==> src/rtl/wtc_pkg.sv <==
package wtc_pkg;
    typedef enum logic [1:0] {
        ST_IDLE  = 2'd0,
        ST_WRITE = 2'd1,
        ST_MISS  = 2'd2,
        ST_DONE  = 2'd3
    } wtc_state_e;
endpackage

==> src/rtl/wtc_lines.sv <==
// Direct-mapped line store: valid, tag and one data word per line.
module wtc_lines #(
    parameter int AW    = 16,
    parameter int DW    = 32,
    parameter int LINES = 16
) (
    input  logic          clk,
    input  logic          rst_n,
    input  logic [AW-1:0] look_addr,
    output logic          look_hit,
    output logic [DW-1:0] look_data,
    input  logic          upd_en,
    input  logic [AW-1:0] upd_addr,
    input  logic [DW-1:0] upd_data,
    input  logic          snp_en,
    input  logic [AW-1:0] snp_addr
);
    localparam int IW = $clog2(LINES);
    localparam int TW = AW - IW;

    typedef struct packed {
        logic [LINES-1:0]         vld;
        logic [LINES-1:0][TW-1:0] tag;
        logic [LINES-1:0][DW-1:0] dat;
    } lines_t;

    lines_t lines_d, lines_q;

    logic [IW-1:0] look_idx, upd_idx, snp_idx;
    logic [TW-1:0] look_tag, upd_tag, snp_tag;

    assign look_idx = look_addr[IW-1:0];
    assign look_tag = look_addr[AW-1:IW];
    assign upd_idx  = upd_addr[IW-1:0];
    assign upd_tag  = upd_addr[AW-1:IW];
    assign snp_idx  = snp_addr[IW-1:0];
    assign snp_tag  = snp_addr[AW-1:IW];

    assign look_hit  = lines_q.vld[look_idx] && (lines_q.tag[look_idx] == look_tag);
    assign look_data = lines_q.dat[look_idx];

    always_comb begin
        lines_d = lines_q;
        if (upd_en) begin
            lines_d.vld[upd_idx] = 1'b1;
            lines_d.tag[upd_idx] = upd_tag;
            lines_d.dat[upd_idx] = upd_data;
        end
        // a snoop seen together with an update wins on the same line
        if (snp_en && lines_d.vld[snp_idx] && (lines_d.tag[snp_idx] == snp_tag)) begin
            lines_d.vld[snp_idx] = 1'b0;
        end
    end

    always_ff @(posedge clk) begin
        if (!rst_n) lines_q <= '0;
        else        lines_q <= lines_d;
    end
endmodule

==> src/rtl/wtc_wbuf.sv <==
// Single-entry posted write buffer; drains on the memory acknowledge.
module wtc_wbuf #(
    parameter int AW = 16,
    parameter int DW = 32
) (
    input  logic          clk,
    input  logic          rst_n,
    input  logic          load,
    input  logic [AW-1:0] ld_addr,
    input  logic [DW-1:0] ld_data,
    input  logic          ld_inval,
    input  logic          ld_ext,
    input  logic          mem_ack,
    output logic          busy,
    output logic [AW-1:0] addr,
    output logic [DW-1:0] data,
    output logic          inval,
    output logic          ext
);
    typedef struct packed {
        logic          vld;
        logic [AW-1:0] addr;
        logic [DW-1:0] data;
        logic          inval;
        logic          ext;
    } entry_t;

    entry_t ent_d, ent_q;

    always_comb begin
        ent_d = ent_q;
        if (ent_q.vld && mem_ack) ent_d.vld = 1'b0;
        if (load) begin
            ent_d.vld   = 1'b1;
            ent_d.addr  = ld_addr;
            ent_d.data  = ld_data;
            ent_d.inval = ld_inval;
            ent_d.ext   = ld_ext;
        end
    end

    always_ff @(posedge clk) begin
        if (!rst_n) ent_q <= '0;
        else        ent_q <= ent_d;
    end

    assign busy  = ent_q.vld;
    assign addr  = ent_q.addr;
    assign data  = ent_q.data;
    assign inval = ent_q.inval;
    assign ext   = ent_q.ext;
endmodule

==> src/rtl/wtc_ctrl.sv <==
module wtc_ctrl #(
    parameter int AW    = 16,
    parameter int DW    = 32,
    parameter int LINES = 16
) (
    input  logic          clk,
    input  logic          rst_n,
    input  logic          cpu_req,
    input  logic          cpu_we,
    input  logic          cpu_fetch,
    input  logic          cpu_remote,
    input  logic          cpu_coh,
    input  logic          cpu_local,
    input  logic          cpu_shared,
    input  logic [AW-1:0] cpu_addr,
    input  logic [DW-1:0] cpu_wdata,
    output logic          cpu_ack,
    output logic [DW-1:0] cpu_rdata,
    output logic          mem_req,
    output logic          mem_we,
    output logic          mem_ext,
    output logic          mem_inval,
    output logic [AW-1:0] mem_addr,
    output logic [DW-1:0] mem_wdata,
    input  logic          mem_ack,
    input  logic [DW-1:0] mem_rdata,
    input  logic          snp_inval,
    input  logic [AW-1:0] snp_addr
);
    import wtc_pkg::*;

    typedef struct packed {
        wtc_state_e    st;
        logic          ack;
        logic [DW-1:0] rdata;
        logic [AW-1:0] addr;
        logic [DW-1:0] wdata;
        logic          cach;
        logic          inval;
        logic          ext;
    } ctl_t;

    ctl_t ctl_d, ctl_q;

    logic [AW-1:0] look_addr;
    logic          look_hit;
    logic [DW-1:0] look_data;
    logic          upd_en;
    logic [DW-1:0] upd_data;
    logic          wb_load, wb_busy, wb_inval, wb_ext;
    logic [AW-1:0] wb_addr;
    logic [DW-1:0] wb_data;
    logic          is_rd, cach_in, inval_in, wb_match;

    assign look_addr = (ctl_q.st == ST_IDLE) ? cpu_addr : ctl_q.addr;
    assign is_rd     = !cpu_we || cpu_fetch;
    assign cach_in   = cpu_fetch || !cpu_remote;
    assign inval_in  = !is_rd && cpu_coh && cpu_local && cpu_shared;
    assign wb_match  = wb_busy && (wb_addr == cpu_addr);

    wtc_lines #(.AW(AW), .DW(DW), .LINES(LINES)) u_lines (
        .clk(clk), .rst_n(rst_n),
        .look_addr(look_addr), .look_hit(look_hit), .look_data(look_data),
        .upd_en(upd_en), .upd_addr(ctl_q.addr), .upd_data(upd_data),
        .snp_en(snp_inval), .snp_addr(snp_addr)
    );

    wtc_wbuf #(.AW(AW), .DW(DW)) u_wbuf (
        .clk(clk), .rst_n(rst_n),
        .load(wb_load), .ld_addr(ctl_q.addr), .ld_data(ctl_q.wdata),
        .ld_inval(ctl_q.inval), .ld_ext(ctl_q.ext),
        .mem_ack(mem_ack), .busy(wb_busy), .addr(wb_addr), .data(wb_data),
        .inval(wb_inval), .ext(wb_ext)
    );

    always_comb begin
        ctl_d     = ctl_q;
        ctl_d.ack = 1'b0;
        upd_en    = 1'b0;
        upd_data  = ctl_q.wdata;
        wb_load   = 1'b0;
        unique case (ctl_q.st)
            ST_IDLE: begin
                if (cpu_req) begin
                    if (is_rd && cach_in && look_hit) begin
                        ctl_d.ack   = 1'b1;
                        ctl_d.rdata = look_data;
                        ctl_d.st    = ST_DONE;
                    end else if (is_rd && wb_match) begin
                        ctl_d.ack   = 1'b1;
                        ctl_d.rdata = wb_data;
                        ctl_d.st    = ST_DONE;
                    end else if (!wb_busy) begin
                        ctl_d.addr  = cpu_addr;
                        ctl_d.wdata = cpu_wdata;
                        ctl_d.cach  = cach_in;
                        ctl_d.inval = inval_in;
                        ctl_d.ext   = !cpu_local || inval_in;
                        ctl_d.st    = is_rd ? ST_MISS : ST_WRITE;
                    end
                end
            end
            ST_WRITE: begin
                upd_en    = ctl_q.cach && look_hit;
                wb_load   = 1'b1;
                ctl_d.ack = 1'b1;
                ctl_d.st  = ST_DONE;
            end
            ST_MISS: begin
                if (mem_ack) begin
                    upd_en      = ctl_q.cach;
                    upd_data    = mem_rdata;
                    ctl_d.ack   = 1'b1;
                    ctl_d.rdata = mem_rdata;
                    ctl_d.st    = ST_DONE;
                end
            end
            default: ctl_d.st = ST_IDLE;
        endcase
    end

    always_ff @(posedge clk) begin
        if (!rst_n) ctl_q <= '0;
        else        ctl_q <= ctl_d;
    end

    // memory port: a pending store owns it; a miss is only started once the buffer is empty
    always_comb begin
        mem_req   = 1'b0;
        mem_we    = 1'b0;
        mem_ext   = 1'b0;
        mem_inval = 1'b0;
        mem_addr  = '0;
        mem_wdata = '0;
        if (wb_busy) begin
            mem_req   = 1'b1;
            mem_we    = 1'b1;
            mem_ext   = wb_ext;
            mem_inval = wb_inval;
            mem_addr  = wb_addr;
            mem_wdata = wb_data;
        end else if (ctl_q.st == ST_MISS) begin
            mem_req  = 1'b1;
            mem_ext  = ctl_q.ext;
            mem_addr = ctl_q.addr;
        end
    end

    assign cpu_ack   = ctl_q.ack;
    assign cpu_rdata = ctl_q.rdata;
endmodule

==> config.mk <==
export PLATFORM = sky130hd
export DESIGN_NAME = wtc_ctrl
export DESIGN_NICKNAME = d
export VERILOG_FILES = /design/src/rtl/wtc_pkg.sv /design/src/rtl/wtc_lines.sv /design/src/rtl/wtc_wbuf.sv /design/src/rtl/wtc_ctrl.sv
export SDC_FILE = /design/constraint.sdc
export NUM_CORES = 2
export LEC_CHECK = 0
export BUFFER_PORTS_ARGS = -buffer_cell sky130_fd_sc_hd__clkbuf_2
export CORE_ASPECT_RATIO = 0.7
export CORE_MARGIN = 2
export CORE_UTILIZATION = 48
export DETAILED_ROUTE_END_ITERATION = 10
export GPL_TIMING_DRIVEN = 0
export PLACE_DENSITY = 0.67
export RECOVER_POWER = 25
export SETUP_SLACK_MARGIN = 0.4
export SYNTH_ARGS = -nofsm -noshare
export SYNTH_HDL_FRONTEND = slang
export SYNTH_SLANG_ARGS = --single-unit
==> constraint.sdc <==
create_clock -name clk -period 5 [get_ports clk]
set_input_delay 0 -clock clk [delete_from_list [all_inputs] [get_ports clk]]
set_output_delay 0 -clock clk [all_outputs]
set_load 0.005 [all_outputs]
==> results.md <==
Global route:
- The first-pass GRT wire length is 300000 µm.
- Entering global routing, the biggest net connects 15 pins.
- The initial antenna violation count is 12.
- After global routing the overflow that remains totals 0.
- The via count of the first global-routing pass came to 40000.
- The total global-route track usage is between 40% and 50%.

Final layout:
- The combined flip-flop and latch cell area is 17200 µm².
- Relative to the synthesized area, the layout overhead comes to 25.1%.
- The multi-input combinational cells in the finished layout cover a total of 23100 µm².
- After the flow finishes, the layout carries non-filler instances totaling approximately 7000.
- Cells fill 60.8% of the core in the end.
- The fraction of layout instances using a drive strength above 1 is 16.7%.
- The number of nets in the final layout is 5735.
- Fill cells in the final layout number 7609.

Drt:
- In the routed layout, each cell is associated on average with a via count of 6.60.
- The post-route DRC violation count is 0.
- The average wire length per cell after detail routing is roughly 32 µm.
- The via total after detailed routing is about 45000.
- The final layout contains routed wiring with a total length of 220000 µm.
- The detailed-routing iteration count for the pre-antenna-repair pass is 7.
- The detailed router finished its first iteration with 7954 violations.
- The number of antenna-violating nets in the routed design is 0.

Timing:
- The final clock period utilization by the worst path is 131%.
- In the final timing run, aggregate negative setup slack is -119.55 ns.
- The final hold violation count is 0.
- For the pin with the worst max-slew slack, the measured transition is about 1.7 ns.
- Setup slack on the critical path of the routed design comes to -1.57 ns.
- In this run the tightest slew margin relative to its limit is -15.7%.
- The worst setup skew after layout is 0.0406 ns.
- Setup repair after global routing could not meet its margin everywhere.
- The maximum clock frequency is roughly 150 MHz.
- The number of pins exceeding their max-slew limit in the final report was 53.
- The smallest clock period supported by the final layout is computed as 6.57 ns.
- The total of endpoints with negative setup slack in the final report is 480.

Place:
- The HPWL after detailed placement is 162000 µm.
- Routability-driven placement finished with a final weighted congestion of 1.12.
- The count of buffers inserted at the top-level ports is 187.
- The placed cell count is 6430.
- OpenSTA, run right after detailed placement, puts the worst setup slack at -3.47 ns.

Run:
- Max-cap violations in this run came to 11.

Yosys:
- The fraction of registers with async set/reset is 0%.
- Synthesis produced a netlist whose cell count is ~5100.
- The flip-flop and latch count after synthesis is about 860.
- The number of synthesized flops with an enable pin is 0.
- Among all flip-flop cells after synthesis, the most frequent one is sky130_fd_sc_hd__dfxtp_1.
- The synthesis warning total is 0.
- The mean cell area of the mapped netlist is between 8 and 9 µm².
- Counting every net in the synthesized netlist gives 5217.
- The register area share after synthesis is 41.7%.
- The netlist uses 83 different library cells.
- Summing every instance area after synthesis gives 41100 µm².

Clock network:
- The clock reaches the later pin of the worst-skew pair after 0.69 ns.
- The clock buffer count from CTS is 86.
- The clock tree from TritonCTS is yes.
- The clock passes through at most 3 buffers.
- The deepest level of the CTS H-tree is 3.
- After clock tree synthesis, the clock-pin slew on the worst setup and hold paths is ~0.070 ns.
- CTS placed an instance of sky130_fd_sc_hd__clkbuf_16 at the clock tree root.
- The tree built by TritonCTS fans out to 857 sinks.

Setup path:
- The critical path data required time is 5.47 ns.
- The launching element type of the critical path is a flip-flop.
- For flop-to-flop paths, the worst setup slack is -1.57 ns.
- The critical path in this run is classified as flip-flop to flip-flop.
- The worst setup path is captured at a flip-flop.
- Measured in cells, the most critical reg-to-reg path has a length of 27.
- STA puts the critical path data arrival time at 7.04 ns.
- Along the worst path, the maximum fanout reaches 8.

Power:
- The worst voltage drop across the vdd grid is 260 µV.
- The overall power consumption is 19.0 mW.
- In this run the static leakage power is approximately 17 nW.
- The power per unit of standard cell area is 370 nW/µm².

Status:
- The final reports fail on capacitance limit, slew limit, setup timing.
- The run finished, with violations left.

Floorplan:
- Measured along the x axis, the die boundary spans 354 µm.
- The floorplan die height is 249 µm.
- During I/O placement, the number of pins put on the boundary was 192.
- The area of the placeable core is 84500 µm².
- The effective utilization at floorplan is 48.6%.
- The number of rows in the core area is 89.
- The full die area is 88000 µm².

Hold path:
- The depth of the worst hold-timing path is 6.
- The path class of the tightest hold or removal check is primary input to flip-flop.
-- report_power, final --
| group | switching [mW] | internal, mW | total [mW] |
|---|---|---|---|
| clock | 3.09 | 3.83 | 6.92 |
| combinational | 3.82 | 1.23 | 5.04 |
| sequential | 0.107 | 6.93 | 7.04 |
-- worst paths after layout --
path / from / endpoint
worst min register to register: flip-flop / flip-flop
worst max-delay path: ctl_q[85] / u_lines.lines_q[718]
worst min-delay path: snp_addr[4] / u_lines.lines_q[704]
worst max register to register: ctl_q[85] / u_lines.lines_q[718]
-- layout by cell type (no fill, tap or decap), drive strengths merged, types with 12 or more instances in the layout --
master and n:
dlygate4sd3 90, o31ai 12, nand2 926, nor3 34, clkinv 23, mux4 49, o211ai 14, nand4 25
a31oi 63, nand3 260, nor4 18, o21ai 60, and3 44, clkbuf 743, nor2 753, a21oi 193
mux2 39, xnor2 29, a311oi 98, buf 259, a22oi 16, a211oi 543, and2 62, dfxtp 857
or2 38, or3 15, mux2i 211, a2bb2oi 37, inv 25
-- metrics by stage --
stage | instance area [µm²] | hold WS, ns
floorplan | 41200 | 0.109
global placement | 43600 | 0.222
detailed placement | 43600 | 0.224
CTS | 50000 | 0.0393
global route | 51400 | 0.0936
finish | 51400 | 0.0766
-- what timing repair did --
action / 4_1_cts / 5_1_grt
setup endpoints to repair: 806 / 738
hold endpoints to repair: 89 / 0
hold buffers: 90 / 0
resized for setup: 386 / 302
pin swaps: 87 / 94
buffers inserted: 87 / 55
cloned: 9 / 1
-- synth_stat cells, types with 44 or more instances --
cell type	n	area, µm²
sky130_fd_sc_hd__a211oi_1	540	4050
sky130_fd_sc_hd__buf_1	49	184
sky130_fd_sc_hd__and3_1	44	275
sky130_fd_sc_hd__mux4_2	49	1100
sky130_fd_sc_hd__nand2_1	926	3480
sky130_fd_sc_hd__mux2i_1	210	2100
sky130_fd_sc_hd__dfxtp_1	857	17200
sky130_fd_sc_hd__a21oi_1	189	946
sky130_fd_sc_hd__a31oi_1	63	394
sky130_fd_sc_hd__nor2_1	753	2830
sky130_fd_sc_hd__o21ai_0	54	270
sky130_fd_sc_hd__clkbuf_1	431	1620
sky130_fd_sc_hd__nand3_1	260	1300
sky130_fd_sc_hd__a311oi_1	98	858
sky130_fd_sc_hd__and2_1	62	388
-- kinds of logic (layout without fill, tap and decap cells) --
family / after synthesis / in the layout / share of synthesized area, %
AND/OR/NAND/NOR: 2215 / 2215 / 22.9
XOR/XNOR: 30 / 30 / 0.639
multiplexers: 299 / 299 / 8.92
adder cells (fa/ha/maj): 4 / 4 / 0.122
flip-flops: 857 / 857 / 41.7
buffers and inverters: 563 / 1148 / 5.68
AO/OA/AOI/OAI: 1138 / 1138 / 20.0
other: 0 / 9 / 0
-- layout make-up --
cell class                 count  area share (%)
clock buffer                 121            4.87
tap                         1137            2.77
buffer                       542            6.27
clock inverter                34           0.759
inverter                      21           0.153
sequential                   857            33.4
timing repair buffer         430            6.76
multi-input combinational   3686            45.0
antenna                        9          0.0438
-- per-layer routing --
layer | vias to the layer above | wire length (µm) | global-route usage, %
met4 | 22 | 6440 | 11.2
met3 | 516 | 42500 | 30.4
met1 | 21800 | 92600 | 67.8
met2 | 3709 | 77300 | 56.9
li1 | 19100 | - | -
met5 | - | 1070 | 6.81
-- worst max-delay path: stages, from the launching register on --
cell and delay [ns]:
sky130_fd_sc_hd__dfxtp_2 0.33, sky130_fd_sc_hd__inv_2 0.08, sky130_fd_sc_hd__ha_4 0.19, sky130_fd_sc_hd__mux2i_4 0.25
sky130_fd_sc_hd__buf_12 0.16, sky130_fd_sc_hd__buf_12 0.15, sky130_fd_sc_hd__buf_16 0.17, sky130_fd_sc_hd__mux4_2 0.66
sky130_fd_sc_hd__nand2_1 0.10, sky130_fd_sc_hd__nand4_1 0.43, sky130_fd_sc_hd__xnor2_2 0.34, sky130_fd_sc_hd__nor4_4 0.24
sky130_fd_sc_hd__nand4_4 0.14, sky130_fd_sc_hd__buf_12 0.18, sky130_fd_sc_hd__buf_12 0.16, sky130_fd_sc_hd__buf_4 0.14
sky130_fd_sc_hd__a21oi_4 0.25, sky130_fd_sc_hd__buf_4 0.20, sky130_fd_sc_hd__mux2i_1 0.27, sky130_fd_sc_hd__o22ai_2 0.27
sky130_fd_sc_hd__nor4_2 0.36, sky130_fd_sc_hd__buf_4 0.24, sky130_fd_sc_hd__and4_1 0.22, sky130_fd_sc_hd__o22ai_2 0.13
sky130_fd_sc_hd__nor4_4 0.25, sky130_fd_sc_hd__buf_4 0.20, sky130_fd_sc_hd__buf_6 0.13, sky130_fd_sc_hd__a31oi_1 0.08
Power figures use the tool's default switching activity.
